$ cat config.mk
export PLATFORM = sky130hd
export DESIGN_NAME = sc_char_rx
export DESIGN_NICKNAME = d
export VERILOG_FILES = /design/src/rtl/sc_rx_pkg.sv /design/src/rtl/sc_rx_sync.sv /design/src/rtl/sc_rx_etu_timer.sv /design/src/rtl/sc_rx_shift.sv /design/src/rtl/sc_rx_flags.sv /design/src/rtl/sc_char_rx.sv
export SDC_FILE = /design/constraint.sdc
export NUM_CORES = 1
export LEC_CHECK = 0
export ABC_AREA = 0
export BUFFER_PORTS_ARGS = -buffer_cell sky130_fd_sc_hd__buf_4
export CORE_AREA = 3 3 87 81
export CTS_BUF_LIST = sky130_fd_sc_hd__clkbuf_16
export CTS_CLUSTER_DIAMETER = 120
export CTS_CLUSTER_SIZE = 12
export DETAILED_ROUTE_END_ITERATION = 8
export DIE_AREA = 0 0 90 84
export MAX_ROUTING_LAYER = met4
export PLACE_DENSITY = 0.53
export SETUP_SLACK_MARGIN = 0.3
export SLEW_MARGIN = 20
export SYNTH_ARGS = -nofsm -noshare
export SYNTH_HDL_FRONTEND = slang
export SYNTH_SLANG_ARGS = --single-unit
export TNS_END_PERCENT = 10
$ cat constraint.sdc
create_clock -name clk -period 2.2 [get_ports clk]
set_input_delay 0.44 -clock clk [delete_from_list [all_inputs] [get_ports clk]]
set_output_delay 0.44 -clock clk [all_outputs]
set_load 0.01 [all_outputs]
$ cat src/rtl/sc_rx_pkg.sv
package sc_rx_pkg;

  typedef enum logic [1:0] {
    ST_IDLE   = 2'd0,
    ST_RECV   = 2'd1,
    ST_ERRSIG = 2'd2
  } rx_state_e;

  // Extra bit slots after the parity bit: one to start the error signal, one to end it
  localparam int unsigned GUARD_SLOTS = 2;

endpackage

$ cat src/rtl/sc_rx_sync.sv
module sc_rx_sync #(
  parameter int unsigned STAGES = 2
) (
  input  logic clk,
  input  logic rst_n,
  input  logic pin_i,
  output logic line_o,
  output logic fall_o
);

  logic [STAGES-1:0] chain_q;
  logic [STAGES-1:0] chain_d;
  logic              prev_q;

  generate
    if (STAGES == 1) begin : g_single
      always_comb chain_d = pin_i;
    end else begin : g_multi
      always_comb chain_d = {chain_q[STAGES-2:0], pin_i};
    end
  endgenerate

  always_ff @(posedge clk or negedge rst_n) begin
    if (!rst_n) begin
      chain_q <= '1;
      prev_q  <= 1'b1;
    end else begin
      chain_q <= chain_d;
      prev_q  <= chain_q[STAGES-1];
    end
  end

  assign line_o = chain_q[STAGES-1];
  assign fall_o = prev_q & ~chain_q[STAGES-1];

endmodule

$ cat src/rtl/sc_rx_etu_timer.sv
module sc_rx_etu_timer #(
  parameter int unsigned ETU_CYCLES = 372,
  parameter int unsigned SLOTS      = 12,
  localparam int unsigned CW        = (ETU_CYCLES > 1) ? $clog2(ETU_CYCLES) : 1,
  localparam int unsigned IW        = $clog2(SLOTS + 1)
) (
  input  logic          clk,
  input  logic          rst_n,
  input  logic          start_i,
  input  logic          run_i,
  output logic          mid_o,
  output logic [IW-1:0] bidx_o
);

  localparam logic [CW-1:0] LAST = CW'(ETU_CYCLES - 1);
  localparam logic [CW-1:0] HALF = CW'(ETU_CYCLES / 2);

  logic [CW-1:0] cnt_q, cnt_d;
  logic [IW-1:0] idx_q, idx_d;
  logic          cnt_en;

  assign cnt_en = start_i | run_i;

  always_comb begin
    cnt_d = cnt_q;
    idx_d = idx_q;
    if (start_i) begin
      cnt_d = '0;
      idx_d = '0;
    end else if (run_i) begin
      if (cnt_q == LAST) begin
        cnt_d = '0;
        idx_d = idx_q + 1'b1;
      end else begin
        cnt_d = cnt_q + 1'b1;
      end
    end
  end

  always_ff @(posedge clk or negedge rst_n) begin
    if (!rst_n) begin
      cnt_q <= '0;
      idx_q <= '0;
    end else if (cnt_en) begin
      cnt_q <= cnt_d;
      idx_q <= idx_d;
    end
  end

  assign mid_o  = run_i & ~start_i & (cnt_q == HALF);
  assign bidx_o = idx_q;

endmodule

$ cat src/rtl/sc_rx_shift.sv
module sc_rx_shift #(
  parameter int unsigned DATA_W = 8
) (
  input  logic              clk,
  input  logic              rst_n,
  input  logic              shift_en,
  input  logic              bit_i,
  output logic [DATA_W-1:0] data_o,
  output logic              parity_ok_o
);

  logic [DATA_W-1:0] sh_q, sh_d;

  // The least significant bit arrives first, so bits shift in at the top and move down
  always_comb begin
    sh_d = sh_q;
    if (shift_en) sh_d = {bit_i, sh_q[DATA_W-1:1]};
  end

  always_ff @(posedge clk or negedge rst_n) begin
    if (!rst_n)        sh_q <= '0;
    else if (shift_en) sh_q <= sh_d;
  end

  assign data_o = sh_q;
  // Even parity: data bits plus the parity bit now on the line hold an even count of ones
  assign parity_ok_o = ~(^sh_q ^ bit_i);

endmodule

$ cat src/rtl/sc_rx_flags.sv
module sc_rx_flags #(
  parameter int unsigned DATA_W = 8
) (
  input  logic              clk,
  input  logic              rst_n,
  input  logic              accept_i,
  input  logic              reject_i,
  input  logic [DATA_W-1:0] byte_i,
  input  logic              rd_strobe,
  input  logic              per_clr,
  input  logic              rx_ie,
  output logic [DATA_W-1:0] rx_data,
  output logic              rx_full,
  output logic              par_err,
  output logic              rx_irq,
  output logic              err_irq
);

  logic [DATA_W-1:0] data_q;
  logic              full_q, full_d;
  logic              per_q, per_d;

  // A new event wins over a clear strobe in the same cycle
  always_comb begin
    full_d = full_q;
    if (rd_strobe) full_d = 1'b0;
    if (accept_i)  full_d = 1'b1;
    per_d = per_q;
    if (per_clr)   per_d = 1'b0;
    if (reject_i)  per_d = 1'b1;
  end

  always_ff @(posedge clk or negedge rst_n) begin
    if (!rst_n) begin
      data_q <= '0;
      full_q <= 1'b0;
      per_q  <= 1'b0;
    end else begin
      if (accept_i) data_q <= byte_i;
      full_q <= full_d;
      per_q  <= per_d;
    end
  end

  assign rx_data = data_q;
  assign rx_full = full_q;
  assign par_err = per_q;
  assign rx_irq  = full_q & rx_ie;
  assign err_irq = per_q & rx_ie;

endmodule

$ cat src/rtl/sc_char_rx.sv
module sc_char_rx
  import sc_rx_pkg::*;
#(
  parameter int unsigned ETU_CYCLES  = 372,
  parameter int unsigned DATA_W      = 8,
  parameter int unsigned SYNC_STAGES = 2
) (
  input  logic              clk,
  input  logic              rst_n,
  input  logic              io_in,
  output logic              io_pull_low,
  input  logic              rx_ie,
  input  logic              rd_strobe,
  input  logic              per_clr,
  output logic [DATA_W-1:0] rx_data,
  output logic              rx_full,
  output logic              par_err,
  output logic              rx_irq,
  output logic              err_irq
);

  localparam int unsigned PAR_SLOT = DATA_W + 1;
  localparam int unsigned SLOTS    = PAR_SLOT + 1 + GUARD_SLOTS;
  localparam int unsigned IW       = $clog2(SLOTS + 1);
  localparam logic [IW-1:0] IDX_START = '0;
  localparam logic [IW-1:0] IDX_PAR   = IW'(PAR_SLOT);
  localparam logic [IW-1:0] IDX_ERR_ON  = IW'(PAR_SLOT + 1);
  localparam logic [IW-1:0] IDX_ERR_OFF = IW'(PAR_SLOT + 2);

  rx_state_e   state_q, state_d;
  logic        pull_q, pull_d;
  logic        line, fall;
  logic        start, run, mid;
  logic [IW-1:0] bidx;
  logic        shift_en, par_ok, accept, reject;
  logic [DATA_W-1:0] sh_byte;

  sc_rx_sync #(.STAGES(SYNC_STAGES)) u_sync (
    .clk   (clk),
    .rst_n (rst_n),
    .pin_i (io_in),
    .line_o(line),
    .fall_o(fall)
  );

  sc_rx_etu_timer #(.ETU_CYCLES(ETU_CYCLES), .SLOTS(SLOTS)) u_timer (
    .clk    (clk),
    .rst_n  (rst_n),
    .start_i(start),
    .run_i  (run),
    .mid_o  (mid),
    .bidx_o (bidx)
  );

  sc_rx_shift #(.DATA_W(DATA_W)) u_shift (
    .clk        (clk),
    .rst_n      (rst_n),
    .shift_en   (shift_en),
    .bit_i      (line),
    .data_o     (sh_byte),
    .parity_ok_o(par_ok)
  );

  sc_rx_flags #(.DATA_W(DATA_W)) u_flags (
    .clk      (clk),
    .rst_n    (rst_n),
    .accept_i (accept),
    .reject_i (reject),
    .byte_i   (sh_byte),
    .rd_strobe(rd_strobe),
    .per_clr  (per_clr),
    .rx_ie    (rx_ie),
    .rx_data  (rx_data),
    .rx_full  (rx_full),
    .par_err  (par_err),
    .rx_irq   (rx_irq),
    .err_irq  (err_irq)
  );

  assign run = (state_q != ST_IDLE);

  always_comb begin
    state_d  = state_q;
    pull_d   = pull_q;
    start    = 1'b0;
    shift_en = 1'b0;
    accept   = 1'b0;
    reject   = 1'b0;
    unique case (state_q)
      ST_IDLE: begin
        if (fall) begin
          start   = 1'b1;
          state_d = ST_RECV;
        end
      end
      ST_RECV: begin
        if (mid) begin
          if (bidx == IDX_START) begin
            if (line) state_d = ST_IDLE;   // glitch: start bit did not hold
          end else if (bidx == IDX_PAR) begin
            if (par_ok) begin
              accept  = 1'b1;
              state_d = ST_IDLE;
            end else begin
              reject  = 1'b1;
              state_d = ST_ERRSIG;
            end
          end else begin
            shift_en = 1'b1;
          end
        end
      end
      ST_ERRSIG: begin
        if (mid && bidx == IDX_ERR_ON) pull_d = 1'b1;
        if (mid && bidx == IDX_ERR_OFF) begin
          pull_d  = 1'b0;
          state_d = ST_IDLE;
        end
      end
      default: begin
        state_d = ST_IDLE;
        pull_d  = 1'b0;
      end
    endcase
  end

  always_ff @(posedge clk or negedge rst_n) begin
    if (!rst_n) begin
      state_q <= ST_IDLE;
      pull_q  <= 1'b0;
    end else begin
      state_q <= state_d;
      pull_q  <= pull_d;
    end
  end

  assign io_pull_low = pull_q;

endmodule

==> impl_metrics.toml <==
[place]
place_congestion = 0.804
post-place-ws_ps = 239
placed_area_um2 = 2110
port_buffers = 18
hpwl_um = 2530

[timing]
fin_ws_ps = 311
tightest_slew_ps = 477
setup_viol = 0
slew_headroom_pct = 68.2
finalHoldViolations = 0
drv_slew = 0
skew_ps = 2.94
fin_crit_sh_pct = 85.9
period_needed_ps = 1890
fmax_mhz = 529
fin_setup_tns_ps = 0
rsz0062_at_grt = "yes"

[worst_setup_path]
cp_slowest_cell = "xnor3_1"
crit_buf_inv = 1
cp_cell_sequence = "xor2_1, xnor3_1, xnor2_2, nand2b_4, buf_4, mux2_4"
crit_path_max_incr_delay_ps = 450
start_kind = "flip-flop"
worstPathMaxFanout = 4
critPathCaptureType = "flip-flop"
cp.arrival_ps = 2060
cp_top_family = "XOR/XNOR gates"
required_ps = 2370
crit_type = "reg2reg"

[global_route]
gr-total-overflow = 0
grt_pass1_vias = 1346
grt_max_degree = 38
antenna_found_initial = 0
grt_pass1_wl_um = 6530
track_usage_pct = 10.9

[final_layout]
register_area_um2 = 931
syn_to_final_growth_pct = 29.4
nets = 211
drive_gt1_share_pct = 33.0
fillCellCount = 611
antennaDiodeCount = 0
multi_input_area_um2 = 887
fin_area_um2 = 2380

[power_and_ir_drop]
p_total_mw = 1.84
switching_power_mw = 0.467
p_sw_share_pct = 25.4
clockPowerShare_pct = 44.2
p_comb_share_pct = 11.0
ir_drop_mv = 0.260
seq_power_share_pct = 44.8
powerDensity_nw_per_um2 = 773
power.internal_mw = 1.37
p_leak_nw = 1.11

[synthesis]
syn_inst = 161
ys_ff_latch = 37
syn_area_per_cell_um2 = 11.4
yosysWarnings = 0
synth_area_um2 = 1840
ys_seq_area_share_pct = 50.6
syn_nets = 173
synth.distinct_cells = 38

[die]
rows = 27
core_um2 = 6150
die_h_um = 84
initial_core_util_pct = 29.9
io_pins = 19
die_area_um2 = 7560
die_w_um = 90

[clocking]
clk_pin_slew_worst_paths_ps = 60
hold_buffers = 0
cts_buffers = 5
worstSkewPairLatency_ps = 280
clock_sinks = 37
cts_buffer_depth = 2
htreeDepth = 2
cts_tree = "done"
cts_root_buffer = "clkbuf_16"

[detailed_routing]
vias_per_cell = 4.59
drt_iter0_markers = 42
drt-pass1-iter-count = 4
drcViolationCount = 0
dr_total_vias = 1316
routed_wl_um = 3800
drtAntennaViolNets = 0
post_drt_wl_per_cell_um = 13.2

[min_path]
hold_path.class = "in2async"

[status]
outcome = "finished, final reports clean"

[run]
max-cap-violations = 0
## power groups by stage
| stage | Combinational [mW] | Sequential [mW] | Clock, mW |
|---|---|---|---|
| finish | 0.201 | 0.824 | 0.812 |
| global route | 0.232 | 0.835 | 0.867 |
| floorplan | 0.113 | 0.816 | 0 |
| global placement | 0.182 | 0.830 | 0 |
| CTS | 0.199 | 0.814 | 0.826 |
| detailed placement | 0.182 | 0.830 | 0 |
## cell usage in the layout, fill, tap and decap left out, drive strengths merged, types with 2 or more instances in the layout
| master | Yosys | final |
|---|---|---|
| nand2b | 3 | 3 |
| and2 | 2 | 2 |
| nand3b | 2 | 2 |
| mux2 | 16 | 16 |
| dfstp | 3 | 3 |
| nand4bb | 2 | 2 |
| nor2 | 8 | 8 |
| dfrtp | 34 | 34 |
| o21ai | 17 | 17 |
| ha | 6 | 6 |
| a21oi | 2 | 2 |
| nor2b | 2 | 2 |
| clkbuf | 2 | 5 |
| o22ai | 2 | 2 |
| a31oi | 2 | 2 |
| buf | 1 | 34 |
| xnor2 | 6 | 6 |
| inv | 7 | 7 |
| nor3 | 4 | 4 |
| and3 | 3 | 3 |
| nand4b | 2 | 2 |
| a22o | 2 | 2 |
| o31ai | 3 | 3 |
| nand2 | 17 | 17 |
| nand3 | 4 | 4 |
## metrics by stage
step / hold slack (ps) / util (%) / std cells
after floorplan: 144 / - / 161
after detailed placement: 347 / 34.3 / 269
after global routing: 152 / 38.7 / 287
final: 108 / 38.7 / 287
after global placement: 346 / 34.3 / 269
after CTS: 134 / 38.0 / 284
## sequential cells by signal, indices dropped and copies added, names as in the netlist, 2 cells and up
signal / count
u_sync.chain_q: 2
u_flags.rx_data: 8
u_shift.data_o: 8
u_timer.bidx_o: 4
u_timer.cnt_q: 9
state_q: 2
## metal layers
layer  track usage [%]  part of all wire [%]
met4              4.59                   1.5
met5                 -                     0
met3              2.61                   2.6
met1              14.9                    52
met2              15.3                    43
## cell families (layout without fill, tap and decap cells)
| kind of cell | Yosys count | in the layout | synth area share [%] |
|---|---|---|---|
| AO/OA/AOI/OAI | 32 | 32 | 10.6 |
| XOR/XNOR | 8 | 8 | 4.97 |
| AND/OR/NAND/NOR | 52 | 52 | 15.9 |
| buffers and inverters | 10 | 49 | 2.45 |
| multiplexers | 16 | 16 | 11.4 |
| flip-flops | 37 | 37 | 50.6 |
| adder cells (fa/ha/maj) | 6 | 6 | 4.08 |
## cell usage after synthesis
| library cell | instances | area share, % |
|---|---|---|
| a21o_1 | 1 | 0.41 |
| a21oi_1 | 2 | 0.54 |
| a22o_1 | 2 | 0.95 |
| a311oi_1 | 1 | 0.48 |
| a31oi_1 | 2 | 0.68 |
| and2_1 | 2 | 0.68 |
| and3_1 | 3 | 1.0 |
| and4_1 | 1 | 0.48 |
| buf_6 | 1 | 0.61 |
| clkbuf_1 | 2 | 0.41 |
| dfrtp_1 | 34 | 46 |
| dfstp_2 | 3 | 4.3 |
| ha_1 | 6 | 4.1 |
| inv_1 | 7 | 1.4 |
| mux2_2 | 8 | 4.9 |
| mux2_4 | 8 | 6.5 |
| nand2_1 | 17 | 3.5 |
| nand2b_1 | 3 | 1.0 |
| nand3_1 | 4 | 1.1 |
| nand3b_1 | 2 | 0.82 |
| nand4_1 | 1 | 0.34 |
| nand4b_1 | 2 | 0.95 |
| nand4bb_1 | 2 | 1.2 |
| nor2_1 | 8 | 1.6 |
| nor2b_1 | 2 | 0.68 |
| nor3_1 | 3 | 0.82 |
| nor3_2 | 1 | 0.54 |
| nor4_4 | 1 | 1.2 |
| o21ai_0 | 16 | 4.4 |
| o21ai_1 | 1 | 0.27 |
| o22ai_1 | 2 | 0.68 |
| o31ai_1 | 3 | 1.2 |
| o32ai_1 | 1 | 0.48 |
| o41ai_1 | 1 | 0.48 |
| xnor2_1 | 5 | 2.4 |
| xnor2_2 | 1 | 0.89 |
| xnor3_1 | 1 | 1.2 |
| xor2_1 | 1 | 0.48 |
## area by class of cell
| cell class | count | share of cell area [%] |
|---|---|---|
| Clock buffer | 5 | 5.26 |
| Clock inverter | 3 | 1.74 |
| Inverter | 7 | 1.10 |
| Multi-Input combinational cell | 114 | 37.3 |
| Sequential cell | 37 | 39.1 |
| Tap cell | 87 | 4.58 |
| Timing Repair Buffer | 34 | 10.9 |
## path summary, 6_finish.rpt
check	to	slack, ps	from	depth (start not counted)
setup reg to reg	u_flags.rx_data[7]	310	u_shift.data_o[2]	6
hold reg to reg	u_sync.chain_q[1]	350	u_sync.chain_q[0]	0
max in group asynchronous	u_sync.prev_q	1720	rst_n	1
min in group clk	u_sync.chain_q[0]	270	io_in	1
hold / removal	u_flags.rx_data[5]	110	rst_n	1
setup / recovery	u_flags.rx_data[7]	310	u_shift.data_o[2]	6
## repair_timing
item,4_1_cts,5_1_grt
setup endpoints to repair,8,17
gates resized for setup,3,3
cloned,1,0
setup buffers,6,3
pin swaps,4,4
Note: power is estimated with default switching activity, not from simulation.
